[src/rtl/vid_regs_pkg.sv]
package vid_regs_pkg;

    localparam int VA_W = 15;

    // Register offsets; the processor side decodes these, so the order is fixed.
    localparam logic [2:0] OFS_CTRL = 3'd0;
    localparam logic [2:0] OFS_MASK = 3'd1;
    localparam logic [2:0] OFS_STAT = 3'd2;
    localparam logic [2:0] OFS_OPTR = 3'd3;
    localparam logic [2:0] OFS_ODAT = 3'd4;
    localparam logic [2:0] OFS_SCRL = 3'd5;
    localparam logic [2:0] OFS_VADR = 3'd6;
    localparam logic [2:0] OFS_DATA = 3'd7;

    typedef enum logic {
        WU_DONE   = 1'b0,
        WU_ACTIVE = 1'b1
    } wu_state_t;

    typedef enum logic {
        PH_FIRST  = 1'b0,
        PH_SECOND = 1'b1
    } wr_phase_t;

endpackage

[src/rtl/vid_warmup.sv]
module vid_warmup
    import vid_regs_pkg::*;
(
    input  logic clk,
    input  logic por_n,
    input  logic rst_n,
    input  logic vbl_end,
    output logic warming
);

    wu_state_t state_q, state_d;

    always_ff @(posedge clk) begin
        if (!por_n || !rst_n) state_q <= WU_ACTIVE;
        else                  state_q <= state_d;
    end

    always_comb begin
        state_d = state_q;
        unique case (state_q)
            WU_ACTIVE: if (vbl_end) state_d = WU_DONE;
            WU_DONE:   state_d = WU_DONE;
        endcase
    end

    assign warming = (state_q == WU_ACTIVE);

    // the end-of-blank pulse releases the lockout on the following clock
    a_r3_release: assert property (@(posedge clk) disable iff (!por_n || !rst_n)
        (warming && vbl_end) |=> !warming);

    // once released, lockout stays off until a reset
    a_r3_stay_off: assert property (@(posedge clk) disable iff (!por_n || !rst_n)
        !warming |=> !warming);

endmodule

[src/rtl/vid_wr_toggle.sv]
module vid_wr_toggle
    import vid_regs_pkg::*;
(
    input  logic clk,
    input  logic por_n,
    input  logic rst_n,
    input  logic warming,
    input  logic flip,
    input  logic clr,
    output logic second
);

    wr_phase_t ph_q, ph_d;

    always_ff @(posedge clk) begin
        if (!por_n || !rst_n || warming) ph_q <= PH_FIRST;
        else                             ph_q <= ph_d;
    end

    always_comb begin
        ph_d = ph_q;
        unique case (ph_q)
            PH_FIRST:  if (flip)        ph_d = PH_SECOND;
            PH_SECOND: if (flip || clr) ph_d = PH_FIRST;
        endcase
    end

    assign second = (ph_q == PH_SECOND);

    // no toggling while locked out
    a_r4_toggle_held: assert property (@(posedge clk) disable iff (!por_n)
        warming |=> !second);

    // a status read brings the sequencer back to its first phase
    a_r8_status_clears: assert property (@(posedge clk) disable iff (!por_n)
        (clr && rst_n) |=> !second);

endmodule

[src/rtl/vid_cpu_regs.sv]
module vid_cpu_regs
    import vid_regs_pkg::*;
#(
    parameter int ROW_STEP    = 32,
    parameter int INC_SEL_BIT = 2
) (
    input  logic             clk,
    input  logic             por_n,
    input  logic             rst_n,
    input  logic             vbl_end,
    input  logic             cpu_sel,
    input  logic             cpu_we,
    input  logic [2:0]       cpu_addr,
    input  logic [7:0]       cpu_wdata,
    output logic [7:0]       cpu_rdata,
    input  logic [2:0]       stat_flags,
    input  logic [7:0]       obj_rdata,
    input  logic [7:0]       vram_rdata,
    output logic [VA_W-1:0]  vram_addr,
    output logic             vram_we,
    output logic             obj_we,
    output logic [7:0]       obj_addr,
    output logic [7:0]       ctrl_q,
    output logic [7:0]       mask_q,
    output logic [VA_W-1:0]  tmp_addr,
    output logic [2:0]       fine_x,
    output logic             wr_second,
    output logic             warming
);

    localparam int NUM_OFS = 8;

    logic [NUM_OFS-1:0] hit;
    logic               wr, rd, live, locked;
    logic               scroll_go, addr_go, data_go;
    logic [VA_W-1:0]    step_v, cur_q, tmp_q;
    logic [7:0]         ctrl_r, mask_r, optr_q, rbuf_q;
    logic [2:0]         fx_q;

    genvar g;
    generate
        for (g = 0; g < NUM_OFS; g++) begin : g_dec
            assign hit[g] = cpu_sel && (cpu_addr == 3'(g));
        end
    endgenerate

    assign wr        = cpu_sel && cpu_we;
    assign rd        = cpu_sel && !cpu_we;
    assign live      = por_n && rst_n;
    assign locked    = !live || warming;
    assign scroll_go = wr && hit[OFS_SCRL] && !locked;
    assign addr_go   = wr && hit[OFS_VADR] && !locked;
    assign data_go   = hit[OFS_DATA] && live;
    assign step_v    = ctrl_r[INC_SEL_BIT] ? VA_W'(ROW_STEP) : VA_W'(1);

    vid_warmup u_warm (
        .clk     (clk),
        .por_n   (por_n),
        .rst_n   (rst_n),
        .vbl_end (vbl_end),
        .warming (warming)
    );

    vid_wr_toggle u_tog (
        .clk     (clk),
        .por_n   (por_n),
        .rst_n   (rst_n),
        .warming (warming),
        .flip    (scroll_go || addr_go),
        .clr     (rd && hit[OFS_STAT]),
        .second  (wr_second)
    );

    // Control and mask: held clear during lockout
    always_ff @(posedge clk) begin
        if (locked) begin
            ctrl_r <= '0;
            mask_r <= '0;
        end else begin
            if (wr && hit[OFS_CTRL]) ctrl_r <= cpu_wdata;
            if (wr && hit[OFS_MASK]) mask_r <= cpu_wdata;
        end
    end

    // Staging address and fine scroll
    always_ff @(posedge clk) begin
        if (locked) begin
            tmp_q <= '0;
            fx_q  <= '0;
        end else if (wr && hit[OFS_CTRL]) begin
            tmp_q[11:10] <= cpu_wdata[1:0];
        end else if (scroll_go) begin
            if (!wr_second) begin
                fx_q       <= cpu_wdata[2:0];
                tmp_q[4:0] <= cpu_wdata[7:3];
            end else begin
                tmp_q[14:12] <= cpu_wdata[2:0];
                tmp_q[9:5]   <= cpu_wdata[7:3];
            end
        end else if (addr_go) begin
            if (!wr_second) begin
                tmp_q[14]   <= 1'b0;
                tmp_q[13:8] <= cpu_wdata[5:0];
            end else begin
                tmp_q[7:0]  <= cpu_wdata;
            end
        end
    end

    // Live address: only power-on clears it
    always_ff @(posedge clk) begin
        if (!por_n) begin
            cur_q <= '0;
        end else if (rst_n) begin
            if (addr_go && wr_second) cur_q <= {tmp_q[14:8], cpu_wdata};
            else if (data_go)         cur_q <= cur_q + step_v;
        end
    end

    // Object pointer: only power-on clears it
    always_ff @(posedge clk) begin
        if (!por_n) begin
            optr_q <= '0;
        end else if (rst_n) begin
            if (wr && hit[OFS_OPTR])      optr_q <= cpu_wdata;
            else if (wr && hit[OFS_ODAT]) optr_q <= optr_q + 8'd1;
        end
    end

    // Read-ahead buffer
    always_ff @(posedge clk) begin
        if (locked)                  rbuf_q <= '0;
        else if (rd && hit[OFS_DATA]) rbuf_q <= vram_rdata;
    end

    always_comb begin
        case (cpu_addr)
            OFS_STAT: cpu_rdata = {stat_flags, 5'b00000};
            OFS_ODAT: cpu_rdata = obj_rdata;
            OFS_DATA: cpu_rdata = rbuf_q;
            default:  cpu_rdata = 8'h00;
        endcase
    end

    assign vram_we   = wr && hit[OFS_DATA] && live;
    assign obj_we    = wr && hit[OFS_ODAT] && live;
    assign vram_addr = cur_q;
    assign obj_addr  = optr_q;
    assign ctrl_q    = ctrl_r;
    assign mask_q    = mask_r;
    assign tmp_addr  = tmp_q;
    assign fine_x    = fx_q;

    // reset leaves the live address and object pointer alone
    a_r2_cur_kept: assert property (@(posedge clk) disable iff (!por_n)
        !rst_n |=> (vram_addr == $past(vram_addr)));
    a_r2_optr_kept: assert property (@(posedge clk) disable iff (!por_n)
        !rst_n |=> (obj_addr == $past(obj_addr)));

    // lockout keeps the guarded registers at zero
    a_r4_held_clear: assert property (@(posedge clk) disable iff (!por_n)
        warming |=> (ctrl_q == 8'h00 && mask_q == 8'h00 && tmp_addr == '0 && fine_x == 3'd0));

    // data-port reads during lockout see an empty buffer
    a_r9_buf_empty: assert property (@(posedge clk) disable iff (!por_n)
        (warming && rd && cpu_addr == OFS_DATA) |-> (cpu_rdata == 8'h00));

    // every data access moves the live address by the selected step
    a_r10_step: assert property (@(posedge clk) disable iff (!por_n || !rst_n)
        (cpu_sel && cpu_addr == OFS_DATA)
        |=> (vram_addr == $past(vram_addr) + (($past(ctrl_q) & 8'h04) != 0 ? VA_W'(32) : VA_W'(1))));

endmodule

[config.mk]
export PLATFORM = sky130hd
export DESIGN_NAME = vid_cpu_regs
export DESIGN_NICKNAME = d
export VERILOG_FILES = /design/src/rtl/vid_regs_pkg.sv /design/src/rtl/vid_warmup.sv /design/src/rtl/vid_wr_toggle.sv /design/src/rtl/vid_cpu_regs.sv
export SDC_FILE = /design/constraint.sdc
export NUM_CORES = 1
export LEC_CHECK = 0
export BUFFER_PORTS_ARGS = -buffer_cell sky130_fd_sc_hd__buf_2
export CAP_MARGIN = 10
export CORE_ASPECT_RATIO = 1.2
export CORE_MARGIN = 10
export CORE_UTILIZATION = 47
export CTS_CLUSTER_DIAMETER = 60
export DETAILED_ROUTE_END_ITERATION = 16
export PLACE_DENSITY = 0.77
export SLEW_MARGIN = 15
export SYNTH_ARGS = -nofsm -noshare
export SYNTH_HDL_FRONTEND = slang
export SYNTH_SLANG_ARGS = --single-unit
[constraint.sdc]
create_clock -name clk -period 1.9 [get_ports clk]
set_input_delay 0.38 -clock clk [delete_from_list [all_inputs] [get_ports clk]]
set_output_delay 0.38 -clock clk [all_outputs]
set_load 0.02 [all_outputs]
# Word level (Yosys, flattened, before mapping)

Index checks and enable logic that the tools add are counted.

Bits in registers: 67
Latch bits: 0
Memories: 0
Memory bits (read-only): 0
Bits in writable memories: 0
Logic and storage cells: 99

Div/mod/pow operators: 0
Muxes and demuxes: 21
Eq/ne operators: 12
Reductions and logical operators: 49
Shift operators: 0
Bitwise gates (word level): 3
$lt $le $gt $ge: 0
Multipliers: 0
Add/subtract/negate cells: 2

Operators with widths:

| kind                | count |
|---|---|
| $mux 15             | 3 |
| $logic_and 1x1->1   | 26 |
| $mux 8              | 3 |
| $pmux 8 s3          | 1 |
| $add 15x6->15       | 1 |
| $eq 3x3->1 const B  | 4 |
| $mux 10             | 1 |
| $mux 5              | 2 |
| $reduce_bool 2->1   | 5 |
| $reduce_and 3->1    | 3 |
| $add 8x1->8 const B | 1 |
| $reduce_and 4->1    | 2 |
| $mux 7              | 1 |
| $eq 3x2->1 const B  | 2 |
| $mux 3              | 2 |
| $mux 6              | 1 |
| $ne 2x2->1 const B  | 3 |
| $logic_not 1->1     | 5 |
| $logic_or 1x1->1    | 5 |
| $mux 2              | 2 |
| $ne 2x1->1 const B  | 2 |
| $pmux 1 s2          | 2 |
| $reduce_and 2->1    | 2 |
| $eq 3x1->1 const B  | 1 |
| other kinds (3)     | 7 |

# Logic depth before layout (Yosys ltp)

Gate-level depths: netlist (run 1).

Depth after elaboration: 9
Gate-level depth with buffers: 8
Gate-level depth less buffers: 7

# Hierarchy

Synthesis (run 1) repeated with hierarchy kept, for this count alone.

Cell total of the unflattened synthesis: 434
Area total of the unflattened synthesis: 3508.4 µm²

By module, submodules not included:

| module        | area each (µm²) | cells each | sequential area each (µm²) | times used |
|---|---|---|---|---|
| vid_cpu_regs  | 3419.5          | 426        | 1301.2                     | 1 |
| vid_wr_toggle | 52.6            | 5          | 20.0                       | 1 |
| vid_warmup    | 36.3            | 3          | 20.0                       | 1 |

# Worst setup path after synthesis (run 1)

Ideal clock, no wire load.

Path kind: in2reg
Start point: input port cpu_sel
End point: register tmp_q[0] (netlist: tmp_addr[0])
Data arrival time: 1.865 ns
Stages: 8
Required time: 1.809 ns
Library setup time: 0.091 ns
Buffers on the path: 1
Setup slack: -0.056 ns
Path through: buf_2 > nand4_1 > nor2_2 > inv_2 > ha_1 > a21oi_2 > a21oi_1 > a311oi_1

Longest elaborated chain between the ends: 5

Ends and longest elaborated chain:

| what                                                             | RTL line                               | source |
|---|---|---|
| from (decl)                                                      | vid_cpu_regs.sv:11                     | `input logic cpu_sel,` |
| $logic_and 1x1->1, on equally long branches                      | vid_cpu_regs.sv:47, vid_cpu_regs.sv:43 |  |
| $logic_and 1x1->1, on equally long branches (2 in a row)         | vid_cpu_regs.sv:51, vid_cpu_regs.sv:52 |  |
| $ne 2x2->1 (no line) / $reduce_bool 2->1 (equally long branches) | --                                     |  |
| $reduce_and 4->1 (no line)                                       | --                                     |  |
| to (signal assigned)                                             | vid_cpu_regs.sv:95                     | `tmp_q[4:0] <= cpu_wdata[7:3];` |
| to (signal assigned)                                             | vid_cpu_regs.sv:105                    | `tmp_q[7:0] <= cpu_wdata;` |
| to (decl)                                                        | vid_cpu_regs.sv:36                     | `logic [VA_W-1:0] step_v, cur_q, tmp_q;` |

Parallel ways exist; a longest one is shown, timed or not.
A chain may end at the register's enable or synchronous reset.

# Worst setup path in the final report (run 1)

Start point: input port cpu_addr[2]
End point: output port cpu_rdata[7]

Longest elaborated chain between the ends: 2

Ends and longest elaborated chain:

| what                                            | RTL line            | source |
|---|---|---|
| from (decl)                                     | vid_cpu_regs.sv:13  | `input logic [2:0] cpu_addr,` |
| $eq 3x3->1 / $eq 3x2->1 (equally long branches) | vid_cpu_regs.sv:137 | `case (cpu_addr)` |
| $pmux 8 s3 (*)                                  | vid_cpu_regs.sv:137 |  |
| to (decl)                                       | vid_cpu_regs.sv:15  | `output logic [7:0] cpu_rdata,` |

Every way passes the cells marked *; elsewhere a longest branch is shown, timed or not.

==> flow_summary.toml, run 1 <==
[timing]
finClkSkew_ns = 0.00740
worst_pin_slew_ns = 0.517
timing.fmax_mhz = 544
rsz0062_at_grt = "true"
final-hold-violation-count = 0
fin_crit_sh = 0.968
min_period_ns = 1.84
whs_ns = 0.209
slew_viol_final = 0
setup_violations = 0
max_slew_margin = 0.647

[placed_design]
dp_hpwl_um = 9400
gp_congestion = 0.935
dpl-instance-area_mm2 = 0.00450
port_buffers = 104

[route]
vias = 4047
ant_nets = 0
drt_pass1_iterations = 5
wl_um = 12600
routedWlPerCell_um = 19.0
via_per_inst = 6.09
drt_iter0_markers = 239
drc = 0

[worst_hold_path]
min_path_type = "in -> reg"

[synthesis]
synth_compound_area_frac = 0.239
ys.flop_type = "dfxtp_1"
synth_top_family_by_area = "simple AND/OR/NAND/NOR gates"
synth_fa_ha_area_frac = 0.0176
yosysSeqAreaShare = 0.378
syn_avg_cell_area_um2 = 8.32
async_reset_ff_frac = 0
ys_ff_latch = 67
syn-num-nets = 468
ys.warnings.count = 0
synth-edff-count = 0
yosysUniqueCellTypes = 60
syn_inst = 427
muxShareOfSynthArea = 0.0676
synth_xor_area_frac = 0.00986
yosys.area_share.simple = 0.242
synth_area_mm2 = 0.00355

[clock_tree]
postCtsSetupBuffers = 0
cts-root-buf = "clkbuf_8"
cts_buffer_depth = 2
path_clk_slew_ns = 0.08
ctsHoldBuffers = 0
clk_latency_ns = 0.35
clkSinkCount = 67
htree_levels = 3
cts_tree = "built"
cts_buffers = 9

[pwr]
power.density_mw_per_mm2 = 652
leakage_nw = 1.97
ir_drop_uv = 450

[floorplan]
core_mm2 = 0.00732
dieArea_mm2 = 0.0114
fp.dieH_um = 115
num_io_pins = 105
initial_core_util = 0.485
dieWidth_um = 99.4
rows = 34

[finish]
area_delta_synth_final_pct = 33.0
final_util = 0.646
drive_above_1_share = 0.326
nFillCells = 653
multiInputGateArea_mm2 = 0.00205
final_cell_area_mm2 = 0.00473
nets = 610
diodes = 0
area.sequential_mm2 = 0.00134

[critical_path]
worstPathRequired_ns = 1.52
startpoint_type = "primary input"
worstSetupPathType = "in -> out"
arrival_ns = 1.46
path_max_fanout = 8
critPathCaptureType = "output pin"

[global_routing]
grt_pass1_wl_um = 19900
gr-usage-all-layers = 0.212
grt_max_degree = 29
overflow = 0
antenna_found_initial = 0
first_global_vias = 4053

[outcome]
status = "finished, final reports clean"

[job]
drv_cap = 0
-- report_power, final --
group	leakage, nW	internal (W)	total, W	switching (W)
clock network	0.113	0.000810	0.00139	0.000577
logic	1.31	0.000111	0.000284	0.000174
registers	0.540	0.00141	0.00141	0.00000272
-- critical path, stage by stage --
cell and delay (ns):
buf_2 0.15, buf_4 0.17, and2_1 0.19, a22o_1 0.19, a22o_1 0.22, buf_2 0.16
-- stage by stage --
| step | cells | total power [W] | setup WS [ns] | TNS [ns] |
|---|---|---|---|---|
| after floorplan | 427 | 0.00158 | 0.000160 | 0 |
| after global placement | 648 | 0.00171 | 0.0565 | 0 |
| after detailed placement | 648 | 0.00172 | -0.0635 | -0.160 |
| after CTS | 664 | 0.00308 | 0.0707 | 0 |
| after global routing | 664 | 0.00315 | -0.00228 | -0.00264 |
| final | 664 | 0.00308 | 0.0605 | 0 |
-- cell usage after synthesis, types with 2 or more instances --
library cell,instances,share of area
o21ai_0,20,0.028
dfxtp_1,67,0.38
o22ai_1,6,0.011
a22oi_1,5,0.011
mux2i_1,24,0.068
nor3_1,9,0.013
nand4_1,11,0.019
nor2_1,36,0.038
buf_4,3,0.0063
inv_1,6,0.0063
and3_1,8,0.014
a2111oi_0,3,0.0074
a22o_1,6,0.015
nor2b_1,2,0.0035
a21boi_0,4,0.0085
clkbuf_1,16,0.017
o2111ai_1,5,0.012
a21oi_1,40,0.056
nand2b_1,6,0.011
nand3_1,14,0.020
buf_1,2,0.0021
a41o_1,2,0.0056
nor2_2,2,0.0035
nand3b_1,2,0.0042
and2_1,3,0.0053
and4_1,3,0.0074
and3b_1,4,0.0099
xor2_1,3,0.0074
o31ai_1,3,0.0063
nor4_1,2,0.0035
nor3b_1,3,0.0063
buf_2,9,0.013
nand2_1,40,0.042
a211oi_1,6,0.013
a31oi_1,6,0.011
ha_1,5,0.018
or4_1,7,0.015
a311oi_1,12,0.030
-- per-layer routing --
metal	GRT usage	wire length, µm	share of wire
met5	0	0	0
met4	0.122	445	0.035
met3	0.0558	1000	0.079
met2	0.369	6270	0.50
met1	0.226	4890	0.39
-- final cells by class --
| type | count | area share |
|---|---|---|
| sequential | 67 | 0.284 |
| tap | 90 | 0.0238 |
| clock buffer | 12 | 0.0328 |
| timing repair buffer | 161 | 0.203 |
| inverter | 8 | 0.00635 |
| clock inverter | 4 | 0.0154 |
| multi-input combinational | 322 | 0.434 |
-- cell families (layout without fill, tap and decap cells) --
logic type | count (synthesis) | count (layout)
AND/OR/NAND/NOR | 161 | 161
AO/OA/AOI/OAI | 128 | 128
flip-flops | 67 | 67
buffers and inverters | 38 | 185
multiplexers | 24 | 24
adder cells (fa/ha/maj) | 5 | 5
XOR/XNOR | 4 | 4
-- placed cells by master, fill, tap and decap left out, drive strengths merged, types with 3 or more instances in the layout --
cell type  synthesis  layout
ha                 5       5
nor3b              4       4
nand2             40      40
and3b              4       4
nand4             11      11
a2111oi            3       3
clkbuf            16      12
a22o               6       6
inv                7       7
a211oi             6       6
a22oi              5       5
and3               9       9
and2               3       3
and4               3       3
nand3             16      16
nor2              38      38
a21oi             41      41
buf               14     161
o2111ai            5       5
xor2               3       3
o31ai              3       3
or4                7       7
a31oi              6       6
a21boi             4       4
nand2b             6       6
o21ai             20      20
mux2i             24      24
o22ai              6       6
dfxtp             67      67
a311oi            12      12
nor3               9       9
-- flip-flops by register name (all words and copies together) (netlist names) --
name	flops
ctrl_q	8
u_tog.second	1
fine_x	3
obj_addr	8
vram_addr	15
tmp_addr	15
rbuf_q	8
u_warm.warming	1
mask_q	8
-- timing repair --
action	in CTS	in global routing
endpoints found under the setup margin	0	3
endpoints found under the hold margin	0	0
gates resized for setup	0	1
-- final timing paths --
path | from | endpoint | slack, ns | cells after the start
setup / recovery | cpu_addr[2] | cpu_rdata[7] | 0.06 | 6
hold reg to reg | ctrl_q[5]$_SDFFE_PP0P_ | ctrl_q[5]$_SDFFE_PP0P_ | 0.46 | 2
hold / removal | vbl_end | u_warm.warming$_SDFF_PN1_ | 0.21 | 2
setup reg to reg | ctrl_q[2]$_SDFFE_PP0P_ | vram_addr[13]$_SDFFE_PN0P_ | 0.08 | 5
No activity file was read; power rests on OpenSTA's default activity.
==> run 2, diff against run 1 <==
--- a/config.mk
+++ b/config.mk
@@ -12,7 +12,7 @@
 export CORE_UTILIZATION = 47
 export CTS_CLUSTER_DIAMETER = 60
 export DETAILED_ROUTE_END_ITERATION = 16
-export PLACE_DENSITY = 0.77
+export PLACE_DENSITY_LB_ADDON = 0.05
 export SLEW_MARGIN = 15
 export SYNTH_ARGS = -nofsm -noshare
 export SYNTH_HDL_FRONTEND = slang
==> run 2 against run 1 <==
Clock power shrank 4%. Final area grew 0.50%. Clock skew grew 0.0070 ns. Via count shrank 3.5%. Sequential cell count is the same. Routed wire length shrank 3.0%. Register-to-register slack is essentially flat. Combinational power is essentially flat. Utilization grew 0.32 points. Critical path depth shrank 1. Sequential share of layout area shrank 0.12 points. First-iteration DRC count shrank 11%. Critical path type is now reg -> reg. Largest power group unchanged.
==> flow_summary.toml, run 2 (synthesized netlist as in run 1, its figures left out) <==
[finish]
area_delta_synth_final_pct = 33.7
nets = 610
final_common_cell = "buf_2"
final_cell_mix = "104 x buf_2, 66 x dfxtp_1, 55 x buf_4, 40 x nand2_1, 40 x a21oi_1"
nFillCells = 689
multiInputGateArea_mm2 = 0.00207
instances_no_fill = 665
final_util = 0.649
area.sequential_mm2 = 0.00134
drive_above_1_share = 0.333

[route]
drt_iter0_markers = 212
ant_nets = 0
drc = 0
wl_um = 12200
via_per_inst = 5.87
vias = 3904
routedWlPerCell_um = 18.4
drt_pass1_iterations = 5

[critical_path]
cpPeakStageDelay_ns = 0.50
worstSetupPathType = "reg -> reg"
startpoint_type = "flop"
cp_cell_sequence = "ha_1, a41oi_1, buf_4, or4_1, nand3_1"
critical_path.top_delay_family = "simple AND/OR/NAND/NOR gates"
path_max_fanout = 5
arrival_ns = 2.13
worstPathRequired_ns = 2.20
cpMaxStageDelayCell = "or4_1"
reg2reg_from = "vram_addr[5]$_SDFFE_PN0P_"
critPathBufInv = 1
startpoint = "vram_addr[5]$_SDFFE_PN0P_"
critPathCaptureType = "flop"

[clock_tree]
path_clk_slew_ns = 0.08
clkSinkCount = 67
clk_latency_ns = 0.35
postCtsSetupBuffers = 0
ctsHoldBuffers = 0
cts-root-buf = "clkbuf_8"
cts_buffers = 9
htree_levels = 3
cts_buffer_depth = 2
post_cts_resized = 0
cts_tree = "built"

[global_routing]
overflow = 0
first_global_vias = 3929
antenna_found_initial = 0
gr-usage-all-layers = 0.206
grt_pass1_wl_um = 19300
grt_max_degree = 41

[pwr]
ir_drop_uv = 411
power_frac_seq = 0.465
pwr-share-comb = 0.094
switchingPower_w = 0.000764
clockPowerShare = 0.440
power.density_mw_per_mm2 = 637
swShare = 0.252
power_w = 0.00303
p_int_w = 0.00226
leakage_nw = 1.96

[timing]
finClkSkew_ns = 0.0144
rsz0062_at_grt = "false"
setup_violations = 0
final-hold-violation-count = 0
timing.fmax_mhz = 548
worst_pin_slew_ns = 0.568
max_slew_margin = 0.616
fin_crit_sh = 0.960
min_period_ns = 1.82
slew_viol_final = 0

[floorplan]
core_mm2 = 0.00732
num_io_pins = 105
initial_core_util = 0.485
dieWidth_um = 99.4
rows = 34
fp.dieH_um = 115
dieArea_mm2 = 0.0114

[worst_hold_path]
min_from = "vbl_end"
min_path_type = "in -> reg"

[placed_design]
port_buffers = 104
dp_hpwl_um = 9130
gp_congestion = 0.913
dp.cells = 648

[outcome]
status = "finished, final reports clean"

[job]
drv_cap = 0
## run 2: per-layer routing
layer,GRT usage,up-vias,share of wire
met4,0.0632,0,0.016
met3,0.0600,19,0.062
met1,0.241,1871,0.42
met5,0,-,0
li1,-,1892,-
met2,0.353,122,0.50
## run 2: final timing paths
kind	endpoint	slack [ns]	depth (start not counted)
worst max-delay path	vram_addr[11]$_SDFFE_PN0P_	0.08	5
worst min-delay path	u_warm.warming$_SDFF_PN1_	0.20	2
worst max register to register	vram_addr[11]$_SDFFE_PN0P_	0.08	5
worst min register to register	ctrl_q[0]$_SDFFE_PP0P_	0.46	2
## run 2: cell type report
type,instances,share of cell area
Tap cell,90,0.0237
Timing Repair Buffer,161,0.205
Multi-Input combinational cell,322,0.436
Clock inverter,6,0.0187
Sequential cell,67,0.283
Clock buffer,10,0.0269
Inverter,8,0.00632
Antenna cell,1,0.000527
## run 2: power by group through the flow
stage               Combinational [W]  Clock, W  Sequential, W
finish                       0.000286   0.00133        0.00141
global route                 0.000309   0.00141        0.00141
CTS                          0.000282   0.00134        0.00141
detailed placement           0.000280         0        0.00144
global placement             0.000277         0        0.00144
floorplan                    0.000134         0        0.00145
## run 2: worst register-to-register path, cell delays in order (launching register included)
cell	delay (ns)
dfxtp_1	0.34
ha_1	0.31
a41oi_1	0.28
buf_4	0.25
or4_1	0.50
nand3_1	0.09
## run 2: through the flow
step	setup WS (ns)	hold slack (ns)	cell area, µm²	setup TNS (ns)
after detailed placement	-0.148	0.450	4510	-0.223
after global placement	-0.112	0.440	4510	-0.116
after floorplan	0.000160	0.461	3560	0
final	0.0762	0.200	4750	0
after global routing	0.00708	0.206	4750	0
after CTS	0.00829	0.196	4720	0
